===== config.mk =====
export PLATFORM = sky130hd
export DESIGN_NAME = tmrw_core
export DESIGN_NICKNAME = d
export VERILOG_FILES = /design/src/rtl/tmrw_pkg.sv /design/src/rtl/tmrw_cycgen.sv /design/src/rtl/tmrw_pinsync.sv /design/src/rtl/tmrw_prescale.sv /design/src/rtl/tmrw_core.sv
export SDC_FILE = /design/constraint.sdc
export NUM_CORES = 1
export LEC_CHECK = 0
export BUFFER_PORTS_ARGS = -buffer_cell sky130_fd_sc_hd__buf_2
export CAP_MARGIN = 20
export CORE_MARGIN = 4
export CORE_UTILIZATION = 51
export CTS_CLUSTER_SIZE = 24
export DETAILED_ROUTE_END_ITERATION = 16
export MAX_ROUTING_LAYER = met4
export PLACE_DENSITY = 0.76
export SLEW_MARGIN = 5
export SYNTH_ARGS = -nofsm -noshare
export SYNTH_HDL_FRONTEND = slang
export SYNTH_SLANG_ARGS = --single-unit

===== constraint.sdc =====
create_clock -name clk -period 6.8 [get_ports clk]
set_input_delay 0.34 -clock clk [delete_from_list [all_inputs] [get_ports clk]]
set_output_delay 0.34 -clock clk [all_outputs]
set_load 0.05 [all_outputs]

===== src/rtl/tmrw_pkg.sv =====
package tmrw_pkg;

   typedef enum logic {
      EDGE_RISE = 1'b0,
      EDGE_FALL = 1'b1
   } edge_sel_e;

   typedef enum logic {
      SRC_CYCLE = 1'b0,
      SRC_PIN   = 1'b1
   } src_sel_e;

   // number of low count bits that must be all ones for a prescaled pulse
   function automatic int unsigned ratio_bits(input int unsigned sel);
      return sel + 1;
   endfunction

endpackage


===== src/rtl/tmrw_cycgen.sv =====
module tmrw_cycgen #(
   parameter int unsigned FAST_DIV = 2,
   parameter int unsigned SLOW_DIV = 4
) (
   input  logic clk,
   input  logic rst,
   input  logic slow,
   output logic cyc_en
);
   localparam int unsigned CW = (SLOW_DIV > 2) ? $clog2(SLOW_DIV) : 1;
   localparam logic [CW-1:0] FAST_LIM = CW'(FAST_DIV - 1);
   localparam logic [CW-1:0] SLOW_LIM = CW'(SLOW_DIV - 1);

   generate
      if (FAST_DIV < 2) begin : g_bad_fast
         $error("tmrw_cycgen: FAST_DIV must be at least 2");
      end
      if (SLOW_DIV < FAST_DIV) begin : g_bad_slow
         $error("tmrw_cycgen: SLOW_DIV must not be below FAST_DIV");
      end
   endgenerate

   logic [CW-1:0] div_q;
   logic [CW-1:0] lim;

   assign lim    = slow ? SLOW_LIM : FAST_LIM;
   assign cyc_en = (div_q >= lim);

   always_ff @(posedge clk) begin
      if (rst) begin
         div_q <= '0;
      end else if (cyc_en) begin
         div_q <= '0;
      end else begin
         div_q <= div_q + 1'b1;
      end
   end

   // an instruction cycle never lasts a single clock
   p_cycle_gap_r2: assert property (@(posedge clk) disable iff (rst)
      cyc_en |=> !cyc_en);

endmodule


===== src/rtl/tmrw_pinsync.sv =====
module tmrw_pinsync
   import tmrw_pkg::*;
#(
   parameter int unsigned STAGES = 2
) (
   input  logic      clk,
   input  logic      rst,
   input  logic      en,
   input  logic      pin,
   input  edge_sel_e sel,
   output logic      edge_pls
);
   generate
      if (STAGES < 1) begin : g_bad_stages
         $error("tmrw_pinsync: STAGES must be at least 1");
      end
   endgenerate

   // sh_q[STAGES-1] is the synchronised level, sh_q[STAGES] the previous one
   logic [STAGES:0] sh_q;

   generate
      if (STAGES == 1) begin : g_one
         always_ff @(posedge clk) begin
            if (rst) begin
               sh_q <= '0;
            end else if (en) begin
               sh_q <= {sh_q[0], pin};
            end
         end
      end else begin : g_multi
         always_ff @(posedge clk) begin
            if (rst) begin
               sh_q <= '0;
            end else if (en) begin
               sh_q <= {sh_q[STAGES-1:0], pin};
            end
         end
      end
   endgenerate

   logic lvl_now, lvl_old;
   assign lvl_now = sh_q[STAGES-1];
   assign lvl_old = sh_q[STAGES];

   always_comb begin
      edge_pls = 1'b0;
      if (en) begin
         if (sel == EDGE_FALL) edge_pls = lvl_old & ~lvl_now;
         else                  edge_pls = lvl_now & ~lvl_old;
      end
   end

   // edges are only reported on instruction-cycle enables
   p_edge_on_cycle_r5: assert property (@(posedge clk) disable iff (rst)
      edge_pls |-> en);

endmodule


===== src/rtl/tmrw_prescale.sv =====
module tmrw_prescale
   import tmrw_pkg::*;
#(
   parameter int unsigned CNT_W = 8,
   parameter int unsigned SEL_W = 3
) (
   input  logic             clk,
   input  logic             rst,
   input  logic             clr,
   input  logic             tick,
   input  logic [SEL_W-1:0] sel,
   output logic             pls
);
   generate
      if ((1 << SEL_W) > CNT_W) begin : g_bad_width
         $error("tmrw_prescale: CNT_W too narrow for the ratio field");
      end
   endgenerate

   logic [CNT_W-1:0] cnt_q;
   logic [CNT_W-1:0] mask;

   generate
      for (genvar i = 0; i < CNT_W; i++) begin : g_mask
         assign mask[i] = (ratio_bits(int'(sel)) > i);
      end
   endgenerate

   assign pls = tick & ~clr & ((cnt_q & mask) == mask);

   always_ff @(posedge clk) begin
      if (rst || clr) begin
         cnt_q <= '0;
      end else if (tick) begin
         cnt_q <= cnt_q + 1'b1;
      end
   end

   // a clear leaves the count at zero
   p_clr_zero_r4: assert property (@(posedge clk) disable iff (rst)
      clr |=> (cnt_q == '0));
   // count moves only on ticks
   p_hold_r3: assert property (@(posedge clk) disable iff (rst)
      (!tick && !clr) |=> $stable(cnt_q));

endmodule


===== src/rtl/tmrw_core.sv =====
module tmrw_core
   import tmrw_pkg::*;
#(
   parameter int unsigned TMR_W       = 8,
   parameter int unsigned WDT_W       = 8,
   parameter int unsigned PSC_W       = 8,
   parameter int unsigned SEL_W       = 3,
   parameter int unsigned SYNC_STAGES = 2,
   parameter int unsigned FAST_DIV    = 2,
   parameter int unsigned SLOW_DIV    = 4
) (
   input  logic             clk,
   input  logic             rst,
   input  logic             clk_div4,
   input  logic             src_ext,
   input  logic             edge_fall,
   input  logic             pin_ext,
   input  logic             psc_bypass,
   input  logic [SEL_W-1:0] tmr_ratio,
   input  logic [SEL_W-1:0] wdt_ratio,
   input  logic             tmr_wr,
   input  logic [TMR_W-1:0] tmr_wdata,
   input  logic             ovf_clr,
   input  logic             wdt_clr,
   input  logic             sleep_cmd,
   input  logic             sleep_mode,
   input  logic             adc_wake_run,
   input  logic             wdt_tick,
   output logic [TMR_W-1:0] tmr_value,
   output logic             tmr_ovf,
   output logic             wdt_timeout
);
   generate
      if (TMR_W < 2 || WDT_W < 2) begin : g_bad_cnt
         $error("tmrw_core: counter widths must be at least 2");
      end
   endgenerate

   // ---------------- instruction cycle ----------------
   logic cyc_en;

   tmrw_cycgen #(
      .FAST_DIV (FAST_DIV),
      .SLOW_DIV (SLOW_DIV)
   ) i_cycgen (
      .clk    (clk),
      .rst    (rst),
      .slow   (clk_div4),
      .cyc_en (cyc_en)
   );

   // ---------------- source selection ----------------
   logic      pin_edge;
   edge_sel_e esel;
   src_sel_e  ssel;
   logic      cyc_run;
   logic      src_tick;

   assign esel = edge_sel_e'(edge_fall);
   assign ssel = src_sel_e'(src_ext);

   tmrw_pinsync #(
      .STAGES (SYNC_STAGES)
   ) i_pinsync (
      .clk      (clk),
      .rst      (rst),
      .en       (cyc_en),
      .pin      (pin_ext),
      .sel      (esel),
      .edge_pls (pin_edge)
   );

   assign cyc_run  = cyc_en & (~sleep_mode | adc_wake_run);
   assign src_tick = (ssel == SRC_PIN) ? pin_edge : cyc_run;

   // ---------------- timer prescaler ----------------
   logic tpsc_pls;
   logic tmr_inc;

   tmrw_prescale #(
      .CNT_W (PSC_W),
      .SEL_W (SEL_W)
   ) i_tmr_psc (
      .clk  (clk),
      .rst  (rst),
      .clr  (tmr_wr),
      .tick (src_tick & ~psc_bypass),
      .sel  (tmr_ratio),
      .pls  (tpsc_pls)
   );

   assign tmr_inc = psc_bypass ? src_tick : tpsc_pls;

   // ---------------- timer counter and overflow ----------------
   logic [TMR_W-1:0] tmr_q;
   logic             ovf_q;
   logic             wrap;

   assign wrap = tmr_inc & ~tmr_wr & (tmr_q == '1);

   always_ff @(posedge clk) begin
      if (rst) begin
         tmr_q <= '0;
      end else if (tmr_wr) begin
         tmr_q <= tmr_wdata;
      end else if (tmr_inc) begin
         tmr_q <= tmr_q + 1'b1;
      end
   end

   always_ff @(posedge clk) begin
      if (rst) begin
         ovf_q <= 1'b0;
      end else if (wrap) begin
         ovf_q <= 1'b1;
      end else if (ovf_clr) begin
         ovf_q <= 1'b0;
      end
   end

   assign tmr_value = tmr_q;
   assign tmr_ovf   = ovf_q;

   // ---------------- watchdog ----------------
   logic             wclr;
   logic             wpsc_pls;
   logic [WDT_W-1:0] wdt_q;
   logic             tout_q;

   assign wclr = wdt_clr | sleep_cmd;

   tmrw_prescale #(
      .CNT_W (PSC_W),
      .SEL_W (SEL_W)
   ) i_wdt_psc (
      .clk  (clk),
      .rst  (rst),
      .clr  (wclr),
      .tick (wdt_tick),
      .sel  (wdt_ratio),
      .pls  (wpsc_pls)
   );

   always_ff @(posedge clk) begin
      if (rst || wclr) begin
         wdt_q  <= '0;
         tout_q <= 1'b0;
      end else begin
         tout_q <= wpsc_pls & (wdt_q == '1);
         if (wpsc_pls) wdt_q <= wdt_q + 1'b1;
      end
   end

   assign wdt_timeout = tout_q;

   // ---------------- assertions ----------------
   p_load_r4: assert property (@(posedge clk) disable iff (rst)
      tmr_wr |=> (tmr_value == $past(tmr_wdata)));
   p_step_r2: assert property (@(posedge clk) disable iff (rst)
      !tmr_wr |=> (tmr_value == $past(tmr_value) ||
                   tmr_value == TMR_W'($past(tmr_value) + 1'b1)));
   p_sleep_hold_r6: assert property (@(posedge clk) disable iff (rst)
      (!src_ext && sleep_mode && !adc_wake_run && !tmr_wr) |=> $stable(tmr_value));
   p_ovf_sticky_r7: assert property (@(posedge clk) disable iff (rst)
      (tmr_ovf && !ovf_clr) |=> tmr_ovf);
   p_timeout_pulse_r8: assert property (@(posedge clk) disable iff (rst)
      wdt_timeout |=> !wdt_timeout);
   p_wdt_clear_r9: assert property (@(posedge clk) disable iff (rst)
      (wdt_clr || sleep_cmd) |=> (wdt_q == '0 && !wdt_timeout));

endmodule


Word level (Yosys, flattened, before mapping)
Cells that the tools add are included.
{ "op_classes": {"n_addsub": 7, "eq_ne": 4, "bitwise": 21, "reduce_logical": 5, "n_lt_le_gt_ge": 17, "muxes": 9} }
{ "ops": {"columns": ["cell", "n"], "rows": [
  ["32-bit by 3-bit > comparator with 1-bit output, second input constant", 8],
  ["32-bit by 2-bit > comparator with 1-bit output, second input constant", 4],
  ["32-bit by 1-bit > comparator with 1-bit output, second input constant", 2],
  ["8-bit by 1-bit adder with 8-bit output, second input constant", 4],
  ["8-bit AND", 2],
  ["8-bit == test", 2],
  ["8-bit == test, second input constant", 2],
  ["8-bit two-way mux", 2],
  ["1-bit AND", 11],
  ["3-bit by 1-bit adder with 4-bit output, second input constant", 2],
  ["4-bit by 1-bit > comparator with 1-bit output, second input constant", 2],
  ["1-bit two-way mux", 6],
  ["1-bit inverter", 6],
  ["2-bit nonzero test", 2],
  ["2-bit by 1-bit adder with 2-bit output, second input constant", 1],
  ["2-bit greater-or-equal comparator", 1],
  ["1-bit logical OR", 2],
  ["2-bit two-way mux", 1],
  ["1-bit OR", 2],
  ["2-bit OR reduction", 1]
]} }
{ "word_totals": {"ff_bits": 39, "out_inout_bits": 10, "in_bits": 28} }

Depth between registers and ports, before layout
{ "logic_depth": {"depth_word": 12, "depth_mapped": 9} }

Hierarchy
Synthesis repeated with hierarchy kept, for this count alone.
{ "unflattened": {"hier_cells": 244, "area_unflattened_um2": 2164.6} }
{ "by_module_without_submodules": {"columns": ["module", "cells_each", "n_inst", "seq_area_each_um2", "area_per_inst_um2"], "rows": [
  ["tmrw_prescale", 57, 2, 160.2, 506.7],
  ["tmrw_core", 109, 1, 360.3, 928.4],
  ["tmrw_pinsync", 12, 1, 60.1, 126.4],
  ["tmrw_cycgen", 9, 1, 40.0, 96.3]
]} }

Worst setup path after synthesis
No wires, ideal clock.
{ "synth_path": {"path_type": "input -> register", "from": "input clk_div4", "to": "register tmr_q[5], in the netlist tmr_value[5]", "setup_ns": 0.091, "arrival_ns": 2.277, "stages": 9, "path_slack_ns": 4.432, "path_cell_list": "inv_1 -> ha_1 -> a21oi_2 -> a21o_1 -> a21o_1 -> or3_1 -> buf_2 -> or4_1 -> a311oi_1"} }
{ "synth_between": {"elab_chain_len": 9, "elab_cells_between_ends": 10, "cone_classes": "1 x order compare; 4 x mux; 4 x bitwise; 1 x reduce/logical"} }
{ "synth_rtl": {"columns": ["element", "line", "rtl"], "rows": [
  ["from (decl)", "tmrw_core.sv:14", "input logic clk_div4,"],
  ["2-bit two-way mux (*)", "tmrw_cycgen.sv:26", "assign lim = slow ? SLOW_LIM : FAST_LIM;"],
  ["2-bit greater-or-equal comparator (*)", "tmrw_cycgen.sv:27", "assign cyc_en = (div_q >= lim);"],
  ["1-bit AND or 1-bit two-way mux (tied branches)", "tmrw_core.sv:73, tmrw_pinsync.sv:48", null],
  ["1-bit two-way mux (*)", "tmrw_core.sv:74", "assign src_tick = (ssel == SRC_PIN) ? pin_edge : cyc_run;"],
  ["1-bit AND", "tmrw_core.sv:87", ".tick (src_tick & ~psc_bypass),"],
  ["1-bit AND (2 in a row)", "tmrw_prescale.sv:29", "assign pls = tick & ~clr & ((cnt_q & mask) == mask);"],
  ["1-bit two-way mux (*)", "tmrw_core.sv:92", "assign tmr_inc = psc_bypass ? src_tick : tpsc_pls;"],
  ["2-bit nonzero test (no line) (*)", null, null],
  ["to (signal assigned)", "tmrw_core.sv:105", "tmr_q <= tmr_wdata;"],
  ["to (signal assigned)", "tmrw_core.sv:107", "tmr_q <= tmr_q + 1'b1;"],
  ["to (decl)", "tmrw_core.sv:95", "logic [TMR_W-1:0] tmr_q;"]
]} }
Every way passes the cells marked *; elsewhere a longest branch is shown, timed or not.
A chain may end at the register's enable or synchronous reset.

Worst setup path in the final report
{ "layout_path": {"from": "register i_cycgen.div_q[1]", "to": "register tmr_q[5], in the netlist tmr_value[5]"} }
{ "layout_between": {"elab_chain_len": 8, "elab_cells_between_ends": 9, "cone_classes": "1 x order compare; 3 x mux; 4 x bitwise; 1 x reduce/logical"} }
{ "layout_rtl": {"columns": ["element", "line", "rtl"], "rows": [
  ["from (decl)", "tmrw_cycgen.sv:23", "logic [CW-1:0] div_q;"],
  ["from (signal assigned)", "tmrw_cycgen.sv:35", "div_q <= div_q + 1'b1;"],
  ["2-bit greater-or-equal comparator (*)", "tmrw_cycgen.sv:27", null],
  ["1-bit AND or 1-bit two-way mux (tied branches)", "tmrw_core.sv:73, tmrw_pinsync.sv:48", null],
  ["1-bit two-way mux (*)", "tmrw_core.sv:74", null],
  ["1-bit AND", "tmrw_core.sv:87", null],
  ["1-bit AND (2 in a row)", "tmrw_prescale.sv:29", null],
  ["1-bit two-way mux (*)", "tmrw_core.sv:92", null],
  ["2-bit nonzero test (no line) (*)", null, null]
]} }
Marks and branches as above.

==> flow_metrics.py <==
metrics = {
    "status": {
        "status": "finished, final reports clean",
    },
    "route": {
        "drt-initial-drc-count": 149,
        "drc": 0,
        "first_pass_iters": 4,
        "vias_per_cell": 5.70,
        "ant_nets": 0,
        "wl_um": 4330,
        "vias": 1863,
        "wl_per_cell_um": 13.3,
    },
    "timing": {
        "hold_viol_final": 0,
        "whs_ns": 0.283,
        "period_minus_slack_ns": 2.45,
        "fin_skew_ns": 0.00298,
        "tightest_slew_ns": 1.05,
        "final.period_utilization_pct": 36.1,
        "rsz0062_at_grt": "no",
        "fmax_mhz": 408,
        "slew_headroom_pct": 29.7,
        "tns_ns": 0,
        "finalMaxSlewViolations": 0,
        "finalSetupViolCount": 0,
    },
    "critical_path": {
        "cp.required_ns": 7.00,
        "cp-start-kind": "register",
        "reg2reg_slack_ns": 4.35,
        "worst-setup-path-type": "register to register",
        "end_kind": "register",
        "cp_max_fo": 9,
        "arrival_ns": 2.65,
    },
    "synth": {
        "synth_top_cell_by_area": "dfxtp_1",
        "post_synth_num_cell_types": 43,
        "synth_area_per_cell_um2": 8.45,
        "ys_warn_count": 0,
        "synth_area_um2": 2050,
        "seq_area_frac_synth_pct": 38.0,
        "synthArstFlopShare_pct": 0,
        "synth_enable_flop_cells": 0,
        "synthTopCellsByArea": "dfxtp_1 (38%), xor2_1 (6.0%), nor2_1 (5.8%), ha_1 (5.5%), nand4_1 (3.3%)",
        "syn_nets": 280,
        "ys_ff_latch": 39,
        "synthCells": 243,
        "synth_top_area_share_pct": 38.0,
        "synth_ff_type": "dfxtp_1",
    },
    "cells_and_area": {
        "fin_nets": 315,
        "multiInputGateArea_um2": 1210,
        "diodes": 0,
        "finalCoreUtilization_pct": 62.3,
        "seqCellArea_um2": 781,
        "drive_above_1_share_pct": 17.2,
        "fillers": 344,
        "synthToLayoutAreaGrowth_pct": 14.4,
    },
    "power": {
        "leakage_nw": 0.965,
        "power_density_nw_per_um2": 193,
        "ir_drop_mv": 0.131,
    },
    "clock_network": {
        "cts_buffers": 5,
        "clock_latency_ns": 0.28,
        "hold_buffers": 0,
        "clkSinkCount": 39,
        "clockBufferDepth": 2,
        "cts_tree": "done",
        "htreeDepth": 2,
        "postCtsSetupBuffers": 0,
        "post_cts_resized": 0,
        "cts-root-buf": "clkbuf_8",
        "clk_pin_slew_ns": 0.07,
    },
    "global_routing": {
        "grt_max_degree": 18,
        "grt-busiest-layer": "met2",
        "grt_pass1_wl_um": 7420,
        "antenna_found_initial": 0,
        "grt_pass1_vias": 1698,
        "grt_util_all_layers_pct": 18.1,
        "grt_remaining_overflow": 0,
        "met1_usage_pct": 23.2,
        "met2_usage_pct": 28.7,
        "met3_usage_pct": 3.65,
    },
    "floorplan": {
        "rows": 22,
        "core_area_um2": 3770,
        "fp.dieH_um": 71.5,
        "die_x_um": 71.5,
        "start_util_pct": 54.5,
        "die_area_um2": 5110,
        "num_io_pins": 38,
    },
    "min_path": {
        "holdCritPathClass": "input port to register",
    },
    "place": {
        "place_hpwl_um": 3150,
        "port_buffers": 37,
        "routabilityCongestion": 0.830,
    },
    "flow_run": {
        "maxCapViolations": 0,
    },
}
-- kinds of logic after synthesis --
logic type | synth area share [%]
compound gates | 16.7
mux | 2.44
fa+ha+maj | 5.48
buf+inv | 3.17
simple gates | 26.9
xor+xnor | 7.25
flops | 38.0
-- routing by layer --
metal  part of all wire (%)  vias up  wire length [um]
li1                       -      963                 -
met1                     48      866              2070
met2                     47       29              2040
met3                    4.0        5               172
met4                    1.2        0                53
met5                      0        -                 0
-- worst paths after layout --
kind,from,endpoint,depth (start not counted)
worst max-delay path,i_cycgen.div_q[1]$_SDFF_PP0_,tmr_value[5]$_SDFFE_PP0P_,7
worst min-delay path,pin_ext,i_pinsync.sh_q[0]$_SDFFE_PP0P_,3
worst max register to register,i_cycgen.div_q[1]$_SDFF_PP0_,tmr_value[5]$_SDFFE_PP0P_,7
worst min register to register,tmr_ovf$_SDFFE_PP0P_,tmr_ovf$_SDFFE_PP0P_,2
-- flip-flops by register name (all words and copies together) (netlist names) --
name             count
i_tmr_psc.cnt_q      8
wdt_q                8
wdt_timeout          1
i_cycgen.div_q       2
tmr_ovf              1
i_pinsync.sh_q       3
tmr_value            8
i_wdt_psc.cnt_q      8
-- through the flow --
step | power [mW] | std cells | cell area, um2 | setup WS, ns
after global routing | 0.474 | 327 | 2350 | 4.24
after floorplan | 0.290 | 243 | 2050 | 4.43
after global placement | 0.309 | 318 | 2260 | 4.17
final | 0.454 | 327 | 2350 | 4.35
after CTS | 0.458 | 326 | 2340 | 4.33
after detailed placement | 0.310 | 318 | 2260 | 4.06
-- layout make-up --
class	instances	area share, %
sequential	39	33.2
timing repair buffer	38	8.20
clock buffer	7	3.25
multi-input combinational	187	51.4
tap	48	2.56
clock inverter	1	0.213
inverter	7	1.12
-- Yosys cell counts, drive strengths merged (2+ instances only) --
cell type and instances:
nand3 8, or4 7, xor2 14, nor3 4, or2 3, buf 2, nand4 11, and3 7
a211oi 4, xnor2 3, inv 7, or3 7, ha 9, clkbuf 8, nand2 18, nor2 32
o211ai 3, o31ai 5, o21ai 6, a41oi 2, a21o 2, a311oi 5, dfxtp 39, o31a 2
o2bb2ai 2, mux2i 5, a21oi 10, nor2b 2, nand2b 4
-- power by group --
| group | internal, mW | total, mW | switching, mW |
|---|---|---|---|
| clock | 0.0720 | 0.149 | 0.0765 |
| sequential | 0.234 | 0.241 | 0.00652 |
| combinational | 0.0241 | 0.0642 | 0.0401 |
-- placed cells by master, fill, tap and decap left out, types with 5 or more instances in the layout --
master / instances
or3_1: 7
or4_1: 7
nor2_1: 32
xor2_1: 14
a311oi_1: 5
ha_1: 9
nand2_1: 18
clkbuf_8: 5
mux2i_1: 5
nand4_1: 11
inv_1: 7
a21oi_1: 9
dfxtp_1: 39
o31ai_1: 5
buf_2: 37
and3_1: 7
nand3_1: 8
o21ai_0: 6
-- critical path, cell delays in order (launching register included) --
cell	delay (ns)
dfxtp_1	0.32
ha_1	0.29
a21oi_2	0.11
a21o_1	0.18
a21o_1	0.17
or3_1	0.50
or4_1	0.54
a311oi_1	0.25
Note: power is estimated with default switching activity, not from simulation.
